### src/rtl/pgate_pkg.sv
package pgate_pkg;
   typedef enum logic [0:0] {
      GATE_WAIT = 1'b0,
      GATE_RUN  = 1'b1
   } gate_state_e;
endpackage

### src/rtl/pgate_occ.sv
// Saturating occupancy counter of held packets.
module pgate_occ #(
   parameter int CNT_W = 16
) (
   input  logic             clk,
   input  logic             rst_n,
   input  logic             inc,
   input  logic             dec,
   output logic [CNT_W-1:0] count,
   output logic             drain
);
   localparam logic [CNT_W-1:0] CNT_MAX = {CNT_W{1'b1}};
   localparam logic [CNT_W-1:0] CNT_ONE = {{(CNT_W-1){1'b0}}, 1'b1};

   logic up, down;
   assign up    = inc && !dec && (count != CNT_MAX);
   assign down  = dec && !inc && (count != '0);
   assign drain = dec && !inc && (count == CNT_ONE);

   always_ff @(posedge clk) begin
      if (!rst_n)    count <= '0;
      else if (up)   count <= count + CNT_ONE;
      else if (down) count <= count - CNT_ONE;
   end
endmodule

### src/rtl/pgate_fsm.sv
// Wait/run gate: releases once the count meets the threshold.
module pgate_fsm
   import pgate_pkg::*;
#(
   parameter int CNT_W = 16,
   parameter int THR_W = 32
) (
   input  logic             clk,
   input  logic             rst_n,
   input  logic             chan_en,
   input  logic [THR_W-1:0] thresh,
   input  logic [CNT_W-1:0] count,
   input  logic             drain,
   output logic             run
);
   logic        reach;
   gate_state_e state;

   generate
      if (THR_W > CNT_W) begin : g_wide_thr
         assign reach = (thresh[THR_W-1:CNT_W] == '0) &&
                        (count >= thresh[CNT_W-1:0]);
      end else if (THR_W == CNT_W) begin : g_same_thr
         assign reach = (count >= thresh);
      end else begin : g_narrow_thr
         assign reach = (count[CNT_W-1:THR_W] != '0) ||
                        (count[THR_W-1:0] >= thresh);
      end
   endgenerate

   always_ff @(posedge clk) begin
      if (!rst_n) state <= GATE_WAIT;
      else begin
         unique case (state)
            GATE_WAIT: if (chan_en && reach)  state <= GATE_RUN;
            GATE_RUN:  if (!chan_en || drain) state <= GATE_WAIT;
            default:                          state <= GATE_WAIT;
         endcase
      end
   end

   assign run = (state == GATE_RUN);
endmodule

### src/rtl/pgate_frame.sv
// Per-frame arrival tally with sticky mismatch flag.
module pgate_frame #(
   parameter int FRM_W = 16
) (
   input  logic             clk,
   input  logic             rst_n,
   input  logic             arrive,
   input  logic             frame_start,
   input  logic [FRM_W-1:0] expect_cnt,
   output logic             err
);
   localparam logic [FRM_W-1:0] FRM_MAX = {FRM_W{1'b1}};
   localparam logic [FRM_W-1:0] FRM_ONE = {{(FRM_W-1){1'b0}}, 1'b1};

   logic [FRM_W-1:0] tally;
   logic             opened;

   always_ff @(posedge clk) begin
      if (!rst_n) begin
         tally  <= '0;
         opened <= 1'b0;
         err    <= 1'b0;
      end else if (frame_start) begin
         if (opened && (tally != expect_cnt)) err <= 1'b1;
         opened <= 1'b1;
         tally  <= arrive ? FRM_ONE : '0;
      end else if (arrive && (tally != FRM_MAX)) begin
         tally <= tally + FRM_ONE;
      end
   end
endmodule

### src/rtl/pgate_top.sv
module pgate_top #(
   parameter int CNT_W = 16,
   parameter int THR_W = 32,
   parameter int FRM_W = 16
) (
   input  logic             clk,
   input  logic             rst_n,
   input  logic             chan_en,
   input  logic [THR_W-1:0] start_thresh,
   input  logic [FRM_W-1:0] frame_expect,
   input  logic             pkt_arrive,
   input  logic             pkt_consume,
   input  logic             frame_start,
   output logic [CNT_W-1:0] buffered,
   output logic             run,
   output logic             frame_err
);
   generate
      if (CNT_W < 2 || CNT_W > 64) begin : g_bad_cnt
         $error("pgate_top: CNT_W must be 2..64");
      end
      if (THR_W < 1 || THR_W > 64) begin : g_bad_thr
         $error("pgate_top: THR_W must be 1..64");
      end
      if (FRM_W < 2) begin : g_bad_frm
         $error("pgate_top: FRM_W must be at least 2");
      end
   endgenerate

   logic honoured_dec;
   logic drain;

   assign honoured_dec = pkt_consume && run;

   pgate_occ #(.CNT_W(CNT_W)) u_occ (
      .clk   (clk),
      .rst_n (rst_n),
      .inc   (pkt_arrive),
      .dec   (honoured_dec),
      .count (buffered),
      .drain (drain)
   );

   pgate_fsm #(.CNT_W(CNT_W), .THR_W(THR_W)) u_fsm (
      .clk     (clk),
      .rst_n   (rst_n),
      .chan_en (chan_en),
      .thresh  (start_thresh),
      .count   (buffered),
      .drain   (drain),
      .run     (run)
   );

   pgate_frame #(.FRM_W(FRM_W)) u_frame (
      .clk         (clk),
      .rst_n       (rst_n),
      .arrive      (pkt_arrive),
      .frame_start (frame_start),
      .expect_cnt  (frame_expect),
      .err         (frame_err)
   );
endmodule

### config.mk
export PLATFORM = sky130hd
export DESIGN_NAME = pgate_top
export DESIGN_NICKNAME = d
export VERILOG_FILES = /design/src/rtl/pgate_pkg.sv /design/src/rtl/pgate_occ.sv /design/src/rtl/pgate_fsm.sv /design/src/rtl/pgate_frame.sv /design/src/rtl/pgate_top.sv
export SDC_FILE = /design/constraint.sdc
export NUM_CORES = 1
export LEC_CHECK = 0
export ABC_AREA = 1
export CORE_ASPECT_RATIO = 1.1
export CORE_MARGIN = 4
export CORE_UTILIZATION = 51
export CTS_BUF_LIST = sky130_fd_sc_hd__clkbuf_16
export CTS_CLUSTER_DIAMETER = 80
export DETAILED_ROUTE_END_ITERATION = 16
export PLACE_DENSITY = 0.81
export SYNTH_ARGS = -nofsm -noshare
export SYNTH_HDL_FRONTEND = slang
export SYNTH_SLANG_ARGS = --single-unit
### constraint.sdc
create_clock -name clk -period 1.9 [get_ports clk]
set_input_delay 0.38 -clock clk [delete_from_list [all_inputs] [get_ports clk]]
set_output_delay 0.38 -clock clk [all_outputs]
set_load 0.05 [all_outputs]
# Word-level counts from Yosys, hierarchy flattened

Cells that the tools add are included.

$add $sub $neg: 3
Order comparisons: 1
Equality and inequality tests: 4
Mux-type cells: 8
Bitwise logic cells: 1
Reductions and logical operators: 19

Operators by type and width:

| kind                  | count |
|---|---|
| $mux 16               | 4 |
| $add 16x1->16 const B | 2 |
| $ne 16x16->1 const B  | 2 |
| $eq 16x1->1 const B   | 1 |
| $ge 16x16->1          | 1 |
| $logic_not 16->1      | 1 |
| $ne 16x16->1          | 1 |
| $reduce_bool 16->1    | 1 |
| $sub 16x1->16 const B | 1 |
| $logic_and 1x1->1     | 10 |
| $reduce_bool 2->1     | 2 |
| $logic_not 1->1       | 3 |
| $mux 1                | 3 |
| $pmux 1 s2            | 1 |
| $reduce_and 2->1      | 1 |
| $logic_or 1x1->1      | 1 |
| $not 1->1             | 1 |

Register bits after elaboration: 35
Input port bits: 54
Output and inout bits: 18
Word-level logic and storage cells: 41

# Depth between registers and ports, before layout

Gate-level depths: netlist of the first run.

Depth after elaboration: 6
Mapped depth: 12
Depth with buffers taken out: 12

# Hierarchy

A second synthesis of the first run with hierarchy kept.

Cell total of the unflattened synthesis: 553
Area, all modules: 3056.7 sq um

Modules (own cells, without submodules):

| module      | times used | cells each | area each (sq um) | seq. area each (sq um) |
|---|---|---|---|---|
| pgate_frame | 1          | 241        | 1273.7            | 360.3 |
| pgate_occ   | 1          | 224        | 1244.9            | 320.3 |
| pgate_fsm   | 1          | 86         | 530.5             | 20.0 |
| pgate_top   | 1          | 2          | 7.5               | 0.0 |

# Least setup slack after synthesis of the first run

Ideal clock, no wire load.

Kind: register -> register
From: reg u_occ.count[0]
To: reg u_occ.count[10]
Library setup time: 0.115 ns
Arrival time: 1.878 ns
Required time: 1.785 ns
Slack: -0.093 ns
Stages on the path, launching flop included: 12
Buffers on the path: 1
Period minus slack after synthesis: 1.993 ns
Path through: dfxtp_1 -> ha_1 -> inv_1 -> nor2_4 -> nand2_2 -> nor2_2 -> nor2_4 -> buf_6 -> nand2_1 -> nand3_1 -> nand2_1 -> nor2_1

Cells in the longest elaborated chain, start to end: 3
Elaborated cells on any way between the ends: 9
Classes of those cells: add/sub: 2; eq/ne: 1; mux: 2; reduce/logical: 4

Ends and longest elaborated chain:

| element                                             | line            | text |
|---|---|---|
| from (decl)                                         | pgate_occ.sv:9  | `output logic [CNT_W-1:0] count,` |
| from (signal assigned)                              | pgate_occ.sv:22 | `else if (up) count <= count + CNT_ONE;` |
| from (signal assigned)                              | pgate_occ.sv:23 | `else if (down) count <= count - CNT_ONE;` |
| $sub 16x1->16 (tied with other cells)               | pgate_occ.sv:23 |  |
| $mux 16 (tied with other cells)                     | pgate_occ.sv:23 |  |
| $mux 16 / $reduce_bool 2->1 (equally long branches) | -               |  |

Parallel ways exist; a longest one is shown, timed or not. The select of a mux whose other input is x is not followed.
A chain may end at the register's enable or synchronous reset.

# Final worst setup path of the first run

From: reg u_frame.err
To: out frame_err

RTL lines:

| element                | line              | text |
|---|---|---|
| from (decl)            | pgate_frame.sv:10 | `output logic err` |
| from (signal assigned) | pgate_frame.sv:22 | `err <= 1'b0;` |
| from (signal assigned) | pgate_frame.sv:24 | `if (opened && (tally != expect_cnt)) err <= 1'b1;` |
| to (decl)              | pgate_top.sv:16   | `output logic frame_err` |

No word-level cell between the ends.

==> metrics, run 1 <==
outcome=finished, final reports clean; Initial DRT Pass Iterations=4; slew at the pin closest to its max-slew limit=490 ps; placed insts=around 680; Setup TNS=0 ps; fin crit share=between 90% and 100%; post-CTS sizing=0; Worst EP required=between 1500 and 2000 ps; vias in the first global route=approximately 3500; Post-Syn Instances=~510; largest family of logic cells by synthesized area=simple AND/OR/NAND/NOR gates; proportion of synthesized area in mux cells=0%; Rel. slew slack=67.2%; P per Cell Area=just under 500 mW/mm^2; All-Layer GR Usage=roughly a quarter; Seq/Total Area, Yosys=22.7%; Root Buffer=clkbuf_16; buffers and inverters on the worst path=1; worst path cell trace=clkdlybuf4s50_1; arrival time worst endpoint=~1400 ps; Netlist cell types=33; Top delay family on crit path=buffers and inverters; Die X=roughly 80 um; Tmin final=1780 ps; worst setup margin=roughly 120 ps; Remaining Overflow, GRT=0; Synth top area share=22.7%; final WL=8840 um; startpoint class of the critical path=flip-flop; Worst setup EP type=output port; Hold-fix buffers, CTS=0; fin cells=681; Num CTS Buffers=5; Max Cap Violations=0; Post-CTS Setup Inserts=0; worst vdd ir=about 450 uV; Nets=680; leak pwr=about 1.9 nW; Clock Path Buffers=2; flops & latches, synth=35; slowest CP cell=clkdlybuf4s50_1; critical path's largest stage delay=approximately 800 ps; largest net degree at the start of global routing=16; synthesized-area fraction occupied by adder cells=roughly 8.5%; final instance area=0.00414 sq mm; hpwl dp=slightly above 7000 um; Initial Util=around 53%; Max H-tree Level=2; Final setup violation count=0; Top Ports=72; f_max=between 500 and 600 MHz; # rows=29; critical path fanouts, max=2; vias per inst=roughly 5; Final Hold Fails=0; Synth Cell Area=slightly above 0.003 sq mm; drt first-iter violations=about 150; Via Count=3504; Ys Warns=0; total clock sinks=35; cell taking the most area after synthesis=dfxtp_1; Worst-Skew Late Latency=280 ps; RD Place Congestion=approximately 0.9; initial antenna violation count=0; fillcell total=502; die height=about 90 um; post-route ant nets=0; first-pass GRT wire length=approximately 14000 um; Synth Area in XOR/XNOR=between 5 and 6%; Area contributors post-synth=dfxtp_1, nand2_1, inv_1; syn nets=between 500 and 600; # diodes=0; Clk pin slew, worst setup/hold paths=around 50 ps; Setup Crit Path Kind=reg -> out; final setup skew=slightly below 7 ps; area share of and/or/nand/nor cells after synthesis=around 42%; RSZ-0062 raised after global routing=no; Compound-Gate Fraction of Synth Area=10.4%; Placed Area=about 0.0040 sq mm; CTS tree=built; number of remaining DRC errors=0; Min-Delay Path Class=reg -> reg; share of layout cells above drive strength 1=a little under an eighth; WL/cell=13.0 um; Die ar.=0.00736 sq mm; post-place setup slack=-93.7 ps; core box area=roughly 0.0058 sq mm; P&R area growth vs syn=34.2%; Port Buffers=between 70 and 80; Finished Core Util=71.3%; mean post-synth cell area=roughly 6.1 sq um; max-slew violation count=0
-- worst paths after layout --
path / startpoint / end / slack, ps / cells past startpoint
max: u_frame.err$_SDFFE_PN0P_ / frame_err / 120 / 1
min: u_frame.err$_SDFFE_PN0P_ / u_frame.err$_SDFFE_PN0P_ / 450 / 2
max reg2reg: u_occ.count[6]$_SDFFE_PN0P_ / u_occ.count[13]$_SDFFE_PN0P_ / 170 / 10
min reg2reg: u_frame.err$_SDFFE_PN0P_ / u_frame.err$_SDFFE_PN0P_ / 450 / 2
-- cells in the final DEF (no fill, tap or decap), types with 2 or more instances in the layout --
master,n
inv_1,73
nand2_2,4
nor2_1,72
nor2_2,3
ha_1,21
xnor2_1,15
o21ai_0,10
nand3_2,2
xor2_1,4
nor2_4,3
o21bai_1,4
nand2_4,2
dfxtp_1,32
buf_4,42
a21oi_1,37
o21ai_4,2
nand3_1,43
nor4_1,4
nor3_1,6
nand2_1,140
clkbuf_16,5
clkdlybuf4s50_1,54
dfxtp_2,3
nand4_1,13
-- state kept, by name, summed over array words and instances, names as in the netlist --
signal and count:
u_frame.err 1, u_frame.opened 1, u_frame.tally 16, u_fsm.run 1, u_occ.count 16
-- power breakdown --
| part | internal (mW) | leakage [nW] | total [mW] | switching, mW |
|---|---|---|---|---|
| Combinational | 0.227 | 1.57 | 0.459 | 0.232 |
| Clock | 0.466 | 0.0669 | 0.755 | 0.289 |
| Sequential | 0.750 | 0.285 | 0.775 | 0.0247 |
| Total | 1.44 | 1.92 | 1.99 | 0.546 |
-- cell type report --
cell class	instances	area, sq um	area share [%]
clock buffer	5	125	3.02
clock inverter	1	3.75	0.0907
inverter	75	284	6.86
multi-input combinational	391	2050	49.5
sequential	35	704	17.0
tap	77	96.3	2.33
timing repair buffer	97	876	21.2
-- synth_stat cells --
cell and instances:
o21a_1 1, clkinv_1 1, nand3b_4 1, buf_1 1
buf_4 1, a21oi_1 37, a21boi_0 1, o21ai_0 10
nor4_1 4, nor3_1 6, nand2_2 4, buf_2 3
clkbuf_1 1, o21bai_1 4, nand2_1 140, nor2_4 3
or2_2 1, nor2_1 72, o21ai_4 2, xnor2_1 15
nand3_2 2, nand2_4 2, o211ai_1 1, nand4_1 13
buf_6 2, nor2_2 3, inv_2 2, nand3_1 43
dfxtp_1 35, inv_1 72, ha_1 21, nand3b_1 1
xor2_1 4
-- kinds of logic (layout without fill, tap and decap cells) --
group	count (synthesis)	in the layout
buffers and inverters	83	178
flip-flops	35	35
XOR/XNOR	19	19
adder cells (fa/ha/maj)	21	21
AND/OR/NAND/NOR	295	295
AO/OA/AOI/OAI	56	56
-- per-stage QoR --
step,total power [mW],hold slack (ps)
2_1_floorplan,1.03,438
3_3_place_gp,1.23,436
3_5_place_dp,1.25,449
4_1_cts,1.99,457
5_1_grt,2.08,471
6_report,1.99,452
-- metal layers --
layer | vias up | share of wire, % | GRT usage, %
met3 | 20 | 4.5 | 3.69
met4 | 0 | 2.0 | 10.3
met2 | 105 | 55 | 51.2
met1 | 1569 | 39 | 24.6
met5 | - | 0 | 0
li1 | 1810 | - | -
Power figures use the tool's default switching activity.
==> run 2: changes to the inputs <==
- GPL_TIMING_DRIVEN: unset -> 0
==> metrics, run 2 (same netlist as run 1, synthesis figures left out) <==
Setup Crit Path Kind=reg -> out; Port Buffers=71 (unchanged); met2 GRT Util=45.8% (-5.4 points); Overall Power=2.15 mW (+8.0%); combinational share of power=20.8% (-2.3 points); post-route ant nets=0 (unchanged); Final Hold Fails=0 (unchanged); Worst EP required=1520 ps (about the same); largest net degree at the start of global routing=12 (-4); Worst-Skew Late Latency=280 ps (about the same); All-Layer GR Usage=24.4% (-0.69 points); buffers and inverters on the worst path=1 (unchanged); Tmin final=1860 ps (+79.3 ps); vias in the first global route=3250 (-6.7%); final setup skew=7.40 ps (+0.667 ps); die height=89.6 um (unchanged); critical path fanouts, max=3 (+1); f_max=538 MHz (-4.3%); slowest CP cell=clkdlybuf4s50_1; Rel. slew slack=64.0% (-3.3 points); Initial DRT Pass Iterations=5 (+1); most common cell after layout, fill and taps aside=nand2_1; worst vdd ir=437 uV (-2.2%); initial antenna violation count=0 (unchanged); Finished Core Util=70.3% (-1.0 points); top flop regs=u_frame.tally: 16 flops, u_occ.count: 16 flops; Die X=82.2 um (unchanged); Max H-tree Level=2 (unchanged); startpoint class of the critical path=flip-flop; Top delay family on crit path=buffers and inverters; sw frac=26.6% (-0.86 points); share of layout cells above drive strength 1=7.63% (-4.1 points); P per Cell Area=526 mW/mm^2 (+9.5%); share of total power in sequential cells=35.8% (-3.2 points); placed insts=657 (-2.7%); Initial Util=53.1% (unchanged); hold_sp=u_frame.err$_SDFFE_PN0P_; final WL=8450 um (-4.5%); post-place setup slack=-264 ps (-170 ps); CP startpoint=u_occ.count[12]$_SDFFE_PN0P_; internal power=1.58 mW (+9.2%); outcome=finished, final reports clean; multi-input combinational cell area=0.00206 sq mm (+0.49%); most frequent cells in the layout=nand2_1, inv_1, nor2_1, clkdlybuf4s50_1, nand3_1; Via Count=3389 (-3.3%); Clk pin slew, worst setup/hold paths=60 ps (about the same); Die ar.=0.00736 sq mm (unchanged); hpwl dp=6690 um (-7.8%); Num CTS Buffers=5 (unchanged); total clock sinks=35 (unchanged); first-pass GRT wire length=14000 um (-3.0%); # rows=29 (unchanged); number of remaining DRC errors=0 (unchanged); Final setup violation count=0 (unchanged); RD Place Congestion=0.960 (+9.3%); leak pwr=1.88 nW (-1.9%); Worst setup EP type=output port; arrival time worst endpoint=1480 ps (+80 ps); Clock Path Buffers=2 (unchanged); critical path's largest stage delay=820 ps (+20 ps); slew at the pin closest to its max-slew limit=539 ps (+48.9 ps); CTS tree=built; worst setup margin=42.9 ps (-79.3 ps); worst path cell trace=clkdlybuf4s50_1; max-slew violation count=0 (unchanged); core box area=0.00581 sq mm (unchanged); fin crit share=97.7% (+4.2 points); WL/cell=12.7 um (-2.5%); fillcell total=521 (+3.8%); P&R area growth vs syn=32.2%; NetSw=0.571 mW (+4.6%); vias per inst=5.08 (-1.3%); Remaining Overflow, GRT=0 (unchanged); met3 usage=3.59% (-0.10 points); Max Cap Violations=0 (unchanged); # diodes=0 (unchanged); gr busiest metal=met2; Clk pwr share=43.4% (+5.5 points); Top Ports=72 (unchanged); reg2reg start=u_occ.count[9]$_SDFFE_PN0P_; Nets=664 (-2.4%); storage element area=709 sq um (+0.71%); fin cells=667 (-2.1%); Min-Delay Path Class=reg -> reg; drt first-iter violations=183 (+25%); Root Buffer=clkbuf_16; met1 Use GR=27.2% (+2.7 points)
-- run 2: cell count changes in the layout (fill, tap and decap cells not counted), sizes merged --
cell and change:
buf -35, dlygate4sd2 +12, clkdlybuf4s50 +4, clkbuf +2, clkinv +2, bufinv +1, dlymetal6s2s +1, inv -1
-- run 2: path summary, 6_finish.rpt --
check,cells after the start,to,slack [ps]
setup reg to reg,8,u_occ.count[12]$_SDFFE_PN0P_,120
setup / recovery,1,buffered[12],40
hold reg to reg,2,u_frame.err$_SDFFE_PN0P_,460
hold / removal,2,u_frame.err$_SDFFE_PN0P_,460
-- run 2: area by class of cell --
| type | instances | area share, % |
|---|---|---|
| multi-input combinational | 391 | 50.5 |
| inverter | 75 | 6.90 |
| clock buffer | 5 | 3.07 |
| buffer | 8 | 1.35 |
| timing repair buffer | 73 | 17.5 |
| clock inverter | 3 | 0.951 |
| sequential | 35 | 17.4 |
| tap | 77 | 2.36 |
-- run 2: power groups by stage --
stage / registers (mW) / clock network, mW / logic, mW
floorplan: 0.815 / 0 / 0.216
global placement: 0.784 / 0 / 0.428
detailed placement: 0.784 / 0 / 0.439
CTS: 0.768 / 0.941 / 0.441
global route: 0.771 / 0.976 / 0.499
finish: 0.768 / 0.931 / 0.447
-- run 2: per-layer routing --
layer	vias up	wire, um
li1	1783	-
met1	1499	3530
met2	91	4320
met3	16	389
met4	0	213
met5	-	0
-- run 2: per-stage QoR --
stage          TNS [ps]  hold slack [ps]  instance area, sq um
2_1_floorplan         0              438                  3090
3_3_place_gp      -2890              437                  3900
3_5_place_dp      -3070              459                  3900
4_1_cts               0              468                  4050
5_1_grt            -134              480                  4080
6_report              0              457                  4080
-- run 2: timing repair --
action | CTS | global route
setup endpoints to repair | 12 | 18
pin swaps | 0 | 2
resized for setup | 12 | 10
setup buffers | 0 | 2
hold buffers | 0 | 0
